==> config.mk <==
export PLATFORM = sky130hd
export DESIGN_NAME = gpio_lock_port
export DESIGN_NICKNAME = d
export VERILOG_FILES = /design/src/rtl/gpio_lock_port.sv
export SDC_FILE = /design/constraint.sdc
export NUM_CORES = 1
export LEC_CHECK = 0
export BUFFER_PORTS_ARGS = -buffer_cell sky130_fd_sc_hd__buf_2
export CAP_MARGIN = 10
export CORE_MARGIN = 1
export CORE_UTILIZATION = 34
export CTS_BUF_LIST = sky130_fd_sc_hd__clkbuf_16
export DETAILED_ROUTE_END_ITERATION = 16
export HOLD_SLACK_MARGIN = 0.03
export PLACE_DENSITY = 0.54
export SETUP_SLACK_MARGIN = 0.15
export SLEW_MARGIN = 20
export SYNTH_ARGS = -nofsm -noshare
export SYNTH_HDL_FRONTEND = slang
export SYNTH_SLANG_ARGS = --single-unit
==> constraint.sdc <==
create_clock -name clk -period 2.8 [get_ports clk]
set_clock_uncertainty 0.15 [all_clocks]
set_input_delay 0.28 -clock clk [delete_from_list [all_inputs] [get_ports clk]]
set_output_delay 0.28 -clock clk [all_outputs]
set_load 0.03 [all_outputs]
==> src/rtl/gpio_lock_port.sv <==
module gpio_lock_port (
  input  logic        clk,
  input  logic        rst_n,
  input  logic        bus_we,
  input  logic [3:0]  bus_addr,
  input  logic [31:0] bus_wdata,
  output logic [31:0] bus_rdata,
  input  logic [15:0] pad_in,
  input  logic [15:0] alt_dout,
  output logic [15:0] pin_out,
  output logic [15:0] pin_oe,
  output logic [15:0] pin_od,
  output logic [15:0] pin_pu,
  output logic [15:0] pin_pd,
  output logic [63:0] pin_af
);
  localparam int NPIN = 16;
  localparam logic [3:0] A_MODE = 4'd0, A_OTYPE = 4'd1, A_SPEED = 4'd2, A_PULL = 4'd3,
                         A_IN = 4'd4, A_OUT = 4'd5, A_SETCLR = 4'd6, A_LOCK = 4'd7,
                         A_AFLO = 4'd8, A_AFHI = 4'd9;
  localparam int KEYBIT = NPIN;

  logic [2*NPIN-1:0] mode_q, speed_q, pull_q, keep2;
  logic [NPIN-1:0]   otype_q, odr_q, sync_q, idr_q, lock_q, seq_mask_q;
  logic [31:0]       af_lo_q, af_hi_q, keep_lo, keep_hi;
  logic              key_q;
  logic [1:0]        seq_q;

  genvar g;
  generate
    for (g = 0; g < NPIN; g++) begin : g_pin
      assign keep2[2*g +: 2] = {2{lock_q[g]}};
      assign pin_oe[g] = (mode_q[2*g +: 2] == 2'b01) || (mode_q[2*g +: 2] == 2'b10);
      assign pin_out[g] = (mode_q[2*g +: 2] == 2'b10) ? alt_dout[g] : odr_q[g];
      assign pin_pu[g] = pull_q[2*g +: 2] == 2'b01;
      assign pin_pd[g] = pull_q[2*g +: 2] == 2'b10;
    end
    for (g = 0; g < NPIN/2; g++) begin : g_af
      assign keep_lo[4*g +: 4] = {4{lock_q[g]}};
      assign keep_hi[4*g +: 4] = {4{lock_q[g+NPIN/2]}};
    end
  endgenerate

  assign pin_od = otype_q & pin_oe;
  assign pin_af = {af_hi_q, af_lo_q};

  wire wr_lock  = bus_we && bus_addr == A_LOCK;
  wire key_in   = bus_wdata[KEYBIT];
  wire same_msk = bus_wdata[NPIN-1:0] == seq_mask_q;

  always_ff @(posedge clk or negedge rst_n) begin
    if (!rst_n) begin
      mode_q <= '0; otype_q <= '0; speed_q <= '0; pull_q <= '0;
      af_lo_q <= '0; af_hi_q <= '0; odr_q <= '0;
      sync_q <= '0; idr_q <= '0;
      lock_q <= '0; key_q <= 1'b0; seq_q <= 2'd0; seq_mask_q <= '0;
    end else begin
      sync_q <= pad_in;
      idr_q  <= sync_q;
      if (bus_we) begin
        case (bus_addr)
          A_MODE:   mode_q  <= (bus_wdata & ~keep2) | (mode_q & keep2);
          A_OTYPE:  otype_q <= (bus_wdata[NPIN-1:0] & ~lock_q) | (otype_q & lock_q);
          A_SPEED:  speed_q <= (bus_wdata & ~keep2) | (speed_q & keep2);
          A_PULL:   pull_q  <= (bus_wdata & ~keep2) | (pull_q & keep2);
          A_AFLO:   af_lo_q <= (bus_wdata & ~keep_lo) | (af_lo_q & keep_lo);
          A_AFHI:   af_hi_q <= (bus_wdata & ~keep_hi) | (af_hi_q & keep_hi);
          A_OUT:    odr_q   <= bus_wdata[NPIN-1:0];
          A_SETCLR: odr_q   <= (odr_q & ~bus_wdata[31:16]) | bus_wdata[NPIN-1:0];
          default: ;
        endcase
      end
      if (wr_lock && !key_q) begin
        case (seq_q)
          2'd0: if (key_in) begin
                  seq_q <= 2'd1;
                  seq_mask_q <= bus_wdata[NPIN-1:0];
                end
          2'd1: seq_q <= (!key_in && same_msk) ? 2'd2 : 2'd0;
          default: begin
            seq_q <= 2'd0;
            if (key_in && same_msk) begin
              lock_q <= seq_mask_q;
              key_q  <= 1'b1;
            end
          end
        endcase
      end
    end
  end

  always_comb begin
    case (bus_addr)
      A_MODE:  bus_rdata = mode_q;
      A_OTYPE: bus_rdata = {16'h0, otype_q};
      A_SPEED: bus_rdata = speed_q;
      A_PULL:  bus_rdata = pull_q;
      A_IN:    bus_rdata = {16'h0, idr_q};
      A_OUT:   bus_rdata = {16'h0, odr_q};
      A_LOCK:  bus_rdata = {15'h0, key_q, lock_q};
      A_AFLO:  bus_rdata = af_lo_q;
      A_AFHI:  bus_rdata = af_hi_q;
      default: bus_rdata = 32'h0;
    endcase
  end
endmodule


==> results of run 1 <==
-- power by group through the flow --
stage / logic (mW) / registers [mW] / clock network [mW]
6_report: 3.54 / 5.13 / 3.61
5_1_grt: 3.77 / 5.23 / 3.85
4_1_cts: 3.57 / 5.13 / 3.68
3_5_place_dp: 3.51 / 5.20 / 0
3_3_place_gp: 3.47 / 5.19 / 0
2_1_floorplan: 2.05 / 5.36 / 0
-- kinds of logic after synthesis --
family | count (synthesis)
buffers and inverters | 83
multiplexers | 216
adder cells (fa/ha/maj) | 16
XOR/XNOR | 16
flip-flops | 259
AO/OA/AOI/OAI | 139
AND/OR/NAND/NOR | 203
-- layout by cell type, fill, tap and decap left out, types with 16 or more instances in the layout --
master / instances
nor2b_1: 48
a22o_1: 32
nand2_1: 32
dlygate4sd3_1: 47
buf_4: 34
o21ai_0: 25
mux2_2: 203
nand3_1: 17
inv_1: 42
ha_1: 16
nor2_1: 82
a222oi_1: 31
dfrtp_1: 259
a221oi_1: 16
buf_2: 245
a22oi_1: 34
xor2_1: 16
clkbuf_16: 29
-- final timing paths --
kind                         startpoint                          to  slack [ns]  cells past startpoint
max                           lock_q[3]                bus_rdata[3]        0.41                      4
min                        bus_wdata[9]                    odr_q[9]        0.09                      3
max reg2reg                       key_q               seq_mask_q[7]        0.48                      4
min reg2reg                   sync_q[1]                    idr_q[1]        0.19                      0
max in group asynchronous         rst_n  asynchronous set/reset pin        1.49                      3
min in group asynchronous         rst_n  asynchronous set/reset pin        0.13                      2
-- routing by layer --
| layer | vias to the layer above | wire length [microns] |
|---|---|---|
| met5 | - | 0 |
| met4 | 0 | 701 |
| met3 | 47 | 2390 |
| met2 | 323 | 17100 |
| met1 | 4665 | 18300 |
| li1 | 4032 | - |
-- worst max-delay path, cell delays in order, from the launching register on --
cell	delay, ns
dfrtp_1	0.55
a22o_1	0.27
a221oi_1	0.26
nand3_1	0.14
buf_2	0.20
-- through the flow --
step	hold WS (ns)	instances	cell area [sq um]	setup slack, ns
5_1_grt	0.0869	1711	15100	0.309
4_1_cts	0.0725	1711	15100	0.406
3_3_place_gp	0.141	1615	13700	0.236
3_5_place_dp	0.132	1615	13700	0.217
6_report	0.0867	1711	15100	0.411
2_1_floorplan	-0.166	932	11700	0.539
-- cell type report --
cell class              count  area [sq um]  area share (%)
clock inverters            20           158            1.05
well taps                 448           561            3.72
repair buffers            332          2070            13.7
multi-input cells         590          4950            32.8
flip-flops and latches    259          6480            43.0
inverters                  33           124           0.822
clock buffers              29           726            4.82
-- cells in the mapped netlist --
cell,instances
a211oi_1,1
a221oi_1,16
a222oi_1,31
a22o_1,32
a22oi_1,34
buf_1,10
buf_2,3
buf_6,1
clkbuf_1,36
dfrtp_1,259
ha_1,16
inv_1,33
mux2_1,4
mux2_2,203
mux2_4,9
nand2_1,32
nand2b_1,4
nand2b_4,1
nand3_1,17
nand4_1,1
nor2_1,83
nor2b_1,48
nor3_1,5
nor4_1,5
o21ai_0,25
or2_2,1
or3_1,2
or4_1,1
or4_4,1
or4b_1,1
or4b_2,1
xor2_1,16
-- timing repair --
action / 4_1_cts / 5_1_grt
buffers inserted: 0 / 0
hold buffers: 47 / 0
hold endpoints to repair: 266 / 0
gates resized for setup: 0 / 0
==> metrics.md, run 1 <==
| Metric | Value |
|---|---|
| Final Cycle Share | 85.3% |
| CP max FO | 7 |
| Post-Synth Adder-Cell Area | 1.71% |
| Total power | 12.3 mW |
| Grt peak-use layer | met2 |
| Seq/Total Area, Yosys | 55.4% |
| Sw Share | 35.4% |
| Largest net degree at the start of global routing | 70 |
| Die width | 188 microns |
| Endpoints failing setup | 0 |
| DRC Markers | 0 |
| Skew-Pair Late Insertion Delay | 0.54 ns |
| Comb pwr share | 28.8% |
| Post-layout util | 44.7% |
| Met2 Use GR | 32.8% |
| Seq cells post-synth | 259 |
| Clk slew on worst S/H paths | 0.06 ns |
| # H-tree levels | 1 |
| Clock root buffer | clkbuf_16 |
| Final Max Slew Viols | 0 |
| Mapped Area | 11700 sq um |
| Initial core utilization | 34.7% |
| Post-synth top area cell | dfrtp_1 |
| Initial antenna violation count | 0 |
| Number of global-route vias before repair | 9263 |
| Seq pwr share | 41.8% |
| TritonCTS clock tree | built |
| Boundary Pins | 247 |
| Antenna cells | 0 |
| Outcome | finished clean |
| Gp weighted congestion | 0.822 |
| Average wire per standard cell | 22.5 microns |
| Post-synthesis mux area share | 21.1% |
| Pwr Density | 815 nW/um^2 |
| Largest cells by area after synthesis | dfrtp_1 (55%), mux2_2 (20%), nor2_1 (2.7%) |
| Clock power frac | 29.4% |
| Die area | 35200 sq um |
| First-pass GRT wire length | 58.2 mm |
| Global Route met1 Usage | 32.6% |
| Post-synthesis cell count | 932 |
| DPL Wire Length | 27.2 mm |
| Slew headroom | 56.4% |
| Highest clock rate | 419 MHz |
| Vias/cell | 5.30 |
| Min-Delay Path Class | in -> reg |
| Xor and xnor fraction of the mapped netlist area | 1.20% |
| Synth Area in Compound Gates | 9.56% |
| Final Hold Violating Endpoints | 0 |
| WS Path Type | reg -> out |
| Port buffer count | 246 |
| Cts bufs inserted | 29 |
| Setup TNS | 0 ns |
| ANT nets after route | 0 |
| Synth warn | 0 |
| Cell Int Power | 7.94 mW |
| Setup crit start kind | flop |
| Fill cells | 3231 |
| GR Util All Layers | 21.7% |
| Core ar. | 33700 sq um |
| RSZ-0062 raised after global routing | false |
| Die height | 188 microns |
| Fin nets | 1332 |
| Met3 GRT Util | 3.33% |
| Num rows | 67 |
| Syn_nets | 1019 |
| CP arrival | 1.96 ns |
| First-pass DRT Iterations | 6 |
| Routed Wire Length | 38.5 mm |
| Mapped Avg Cell Area | 12.6 sq um |
| GRT Residual Overflow | 0 |
| Minimum clock period after layout | 2.39 ns |
| Worst vdd ir | 0.000546 V |
| Largest family of logic cells by synthesized area | multiplexers |
| Area share of and/or/nand/nor cells after synthesis | 8.34% |
| Crit end category | output pin |
| Net switching power | 4.34 mW |
| Synth top area share | 55.4% |
| Share of layout cells above drive strength 1 | 42.9% |
| Worst-Margin Slew | 0.648 ns |
| Layout area overhead | 28.7% |
| P_leak | 7.41 nW |
| CP required | 2.37 ns |
| Max clock buf depth | 3 |
| CTS sink count | 259 |
| Max-cap violations | 0 |
| Via count | 9067 |
| DRT iter0 DRCs | 568 |
| Synth unique cells | 32 |
(Power assumes the default switching activity.)
==> run 2: changes to the inputs <==
--- a/config.mk
+++ b/config.mk
@@ -5,14 +5,14 @@
 export SDC_FILE = /design/constraint.sdc
 export NUM_CORES = 1
 export LEC_CHECK = 0
-export BUFFER_PORTS_ARGS = -buffer_cell sky130_fd_sc_hd__buf_2
 export CAP_MARGIN = 10
-export CORE_MARGIN = 1
+export CORE_MARGIN = 2
 export CORE_UTILIZATION = 34
 export CTS_BUF_LIST = sky130_fd_sc_hd__clkbuf_16
 export DETAILED_ROUTE_END_ITERATION = 16
+export DONT_BUFFER_PORTS = 1
 export HOLD_SLACK_MARGIN = 0.03
-export PLACE_DENSITY = 0.54
+export PLACE_DENSITY = 0.48
 export SETUP_SLACK_MARGIN = 0.15
 export SLEW_MARGIN = 20
 export SYNTH_ARGS = -nofsm -noshare
==> run 2 against run 1 <==
  * The flow now finishes with violations (hold timing)
  * Largest power group unchanged
  * Sequential cell count did not move
  * Cell area is 7.2% lower
  * Via count decreased by 8.1%
==> metrics.md, run 2 (synthesis results as in run 1) <==
| Metric | Value |
|---|---|
| Outcome | finished with violations (was finished clean) |
| Failing checks | hold timing |
| RR Endpoint | seq_mask_q[6] (was seq_mask_q[7]) |
| Boundary Pins | 247 (unchanged) |
| WS Path Type | in -> out (was reg -> out) |
| Post-CTS Hold Buffers | 59 (was 47) |
| Slew headroom | 54.9% (was 56.4%) |
| Highest clock rate | 384 MHz (was 419 MHz) |
| Endpoints failing setup | 0 (unchanged) |
| DRC Markers | 0 (unchanged) |
| Critical Path Start | bus_addr[0] (was lock_q[3]) |
| Worst-Margin Slew | 0.675 ns (was 0.648 ns) |
| Setup slack, reg-to-reg | 0.46 ns (was 0.48 ns) |
| Gp weighted congestion | 0.797 (was 0.822) |
| Critical R2R Launch | key_q (unchanged) |
| DRT iter0 DRCs | 683 (was 568) |
| Final Max Slew Viols | 0 (unchanged) |
| GR Util All Layers | 22.2% (was 21.7%) |
| Share of layout cells above drive strength 1 | 29.7% (was 42.9%) |
| Setup TNS | 0 ns (unchanged) |
| CP max FO | 9 (was 7) |
| Routed Wire Length | 40.4 mm (was 38.5 mm) |
| Minimum clock period after layout | 2.61 ns (was 2.39 ns) |
| First-pass DRT Iterations | 5 (was 6) |
| # H-tree levels | 1 (unchanged) |
| RSZ-0062 raised after global routing | true (was false) |
| CTS sink count | 259 (unchanged) |
| Clk slew on worst S/H paths | 0.06 ns (about the same) |
| Fin nets | 1106 (was 1332) |
| GRT Residual Overflow | 0 (unchanged) |
| CP max-delay cell | dlygate4sd3_1 (was dfrtp_1) |
| CP arrival | 2.18 ns (was 1.96 ns) |
| ANT nets after route | 0 (unchanged) |
| Commonest cells after routing, fill and taps aside | dfrtp_1 (259), mux2_2 (203), nor2_1 (81) (was dfrtp_1 (259), buf_2 (245), mux2_2 (203)) |
| DPL Wire Length | 27.1 mm (was 27.2 mm) |
| Core ar. | 33700 sq um (unchanged) |
| Vias/cell | 5.58 (was 5.30) |
| Final setup margin | 0.194 ns (was 0.411 ns) |
| Reg2reg path depth | 4 (unchanged) |
| Skew-Pair Late Insertion Delay | 0.55 ns (was 0.54 ns) |
| CP Cell Sequence | dlygate4sd3_1 > nand2_1 > nor2_2 > buf_4 > a22o_1 > a221oi_1 > nand3_1 > buf_4 (was a22o_1 > a221oi_1 > nand3_1 > buf_2) |
| TritonCTS clock tree | built (unchanged) |
| Port buffer count | 0 (was 246) |
| Die area | 35900 sq um (was 35200 sq um) |
| Die height | 190 microns (was 188 microns) |
| Cts bufs inserted | 30 (was 29) |
| Largest net degree at the start of global routing | 260 (was 70) |
| CP required | 2.37 ns (about the same) |
| Worst vdd ir | 0.000519 V (was 0.000546 V) |
| First-pass GRT wire length | 59.0 mm (was 58.2 mm) |
| Pwr Density | 839 nW/um^2 (was 815 nW/um^2) |
| Initial antenna violation count | 4 (was 0) |
| P_leak | 6.43 nW (was 7.41 nW) |
| Final Hold Violating Endpoints | 259 (was 0) |
| Place WS | 0.401 ns (was 0.217 ns) |
| Min-Delay Path Class | in -> async (was in -> reg) |
| Via count | 8330 (was 9067) |
| Max-cap violations | 0 (unchanged) |
| Average wire per standard cell | 27.1 microns (was 22.5 microns) |
| Cell with the most instances on the worst path | buf_4 |
| Crit end category | output pin (unchanged) |
| Die width | 190 microns (was 188 microns) |
| Most common cell after layout, fill and taps aside | dfrtp_1 (unchanged) |
| Setup crit start kind | input port (was flop) |
| Worst hold slack | -0.720 ns (was 0.0867 ns) |
| Number of global-route vias before repair | 8462 (was 9263) |
| Crit path capture | bus_rdata[3] (unchanged) |
| Max stage delay on crit path | 0.56 ns (was 0.55 ns) |
| Initial core utilization | 34.7% (unchanged) |
| Layout area overhead | 19.5% (was 28.7%) |
| Clock root buffer | clkbuf_16 (unchanged) |
| Final Cycle Share | 93.1% (was 85.3%) |
| Max clock buf depth | 3 (unchanged) |
| Num rows | 67 (unchanged) |
## run 2: cell types whose count changed in the layout (fill, tap and decap cells not counted), sizes merged, moves of 2 or more
| cell | previous run | this run |
|---|---|---|
| bufinv | 3 | 1 |
| diode | 0 | 3 |
| clkinv | 7 | 12 |
| dlygate4sd3 | 47 | 59 |
| clkbuf | 29 | 31 |
| buf | 285 | 46 |
| inv | 42 | 44 |
## run 2: critical path, delay by kind of cell
family,cells,cell delay (ns)
buf+inv,3,0.97
compound gates,2,0.46
simple gates,3,0.45
## run 2: through the flow
| stage | instance area, sq um | util [%] | std cells | hold slack (ns) | total power [mW] |
|---|---|---|---|---|---|
| after floorplan | 11700 | - | 932 | -0.166 | 7.41 |
| after global placement | 12500 | 37.0 | 1376 | -0.146 | 8.00 |
| after detailed placement | 12500 | 37.0 | 1376 | -0.148 | 8.04 |
| after CTS | 14000 | 41.5 | 1490 | -0.747 | 11.9 |
| after global routing | 14000 | 41.5 | 1493 | -0.743 | 12.3 |
| final | 14000 | 41.5 | 1493 | -0.720 | 11.7 |
## run 2: how the worst min path moves through the flow
stage	start	end	slack, ns	cells past startpoint
global route	rst_n	asynchronous set/reset pin	-0.74	0
CTS	rst_n	asynchronous set/reset pin	-0.75	0
floorplan	rst_n	asynchronous set/reset pin	-0.17	0
finish	rst_n	asynchronous set/reset pin	-0.72	0
detailed placement	rst_n	asynchronous set/reset pin	-0.15	0
global placement	rst_n	asynchronous set/reset pin	-0.15	0
## run 2: timing repair
action                                  4_1_cts  5_1_grt
buffers inserted                              0        0
hold endpoints to repair                    486      259
gates resized for setup                       0        2
endpoints found under the setup margin        0        8
## run 2: layer usage
layer	part of all wire, %	global-route usage (%)	vias to the layer above
met5	0.027	0	-
met4	1.5	4.77	2
met3	7.4	4.93	38
met2	44	33.5	320
met1	47	32.7	4394
li1	-	-	3576
## run 2: final cells by class
type	count	area (sq um)
clock inverters	24	128
repair buffers	105	952
flip-flops and latches	259	6480
inverters	33	124
clock buffers	31	776
diodes	3	7.51
multi-input cells	590	4950
fillers	3263	19700
well taps	448	561
## run 2: power by group
part           switching, mW  internal (mW)  leakage, nW
Clock                   1.55           2.07        0.484
Sequential              1.19           4.45         3.20
Combinational           1.50          0.965         2.75
Total                   4.24           7.49         6.43
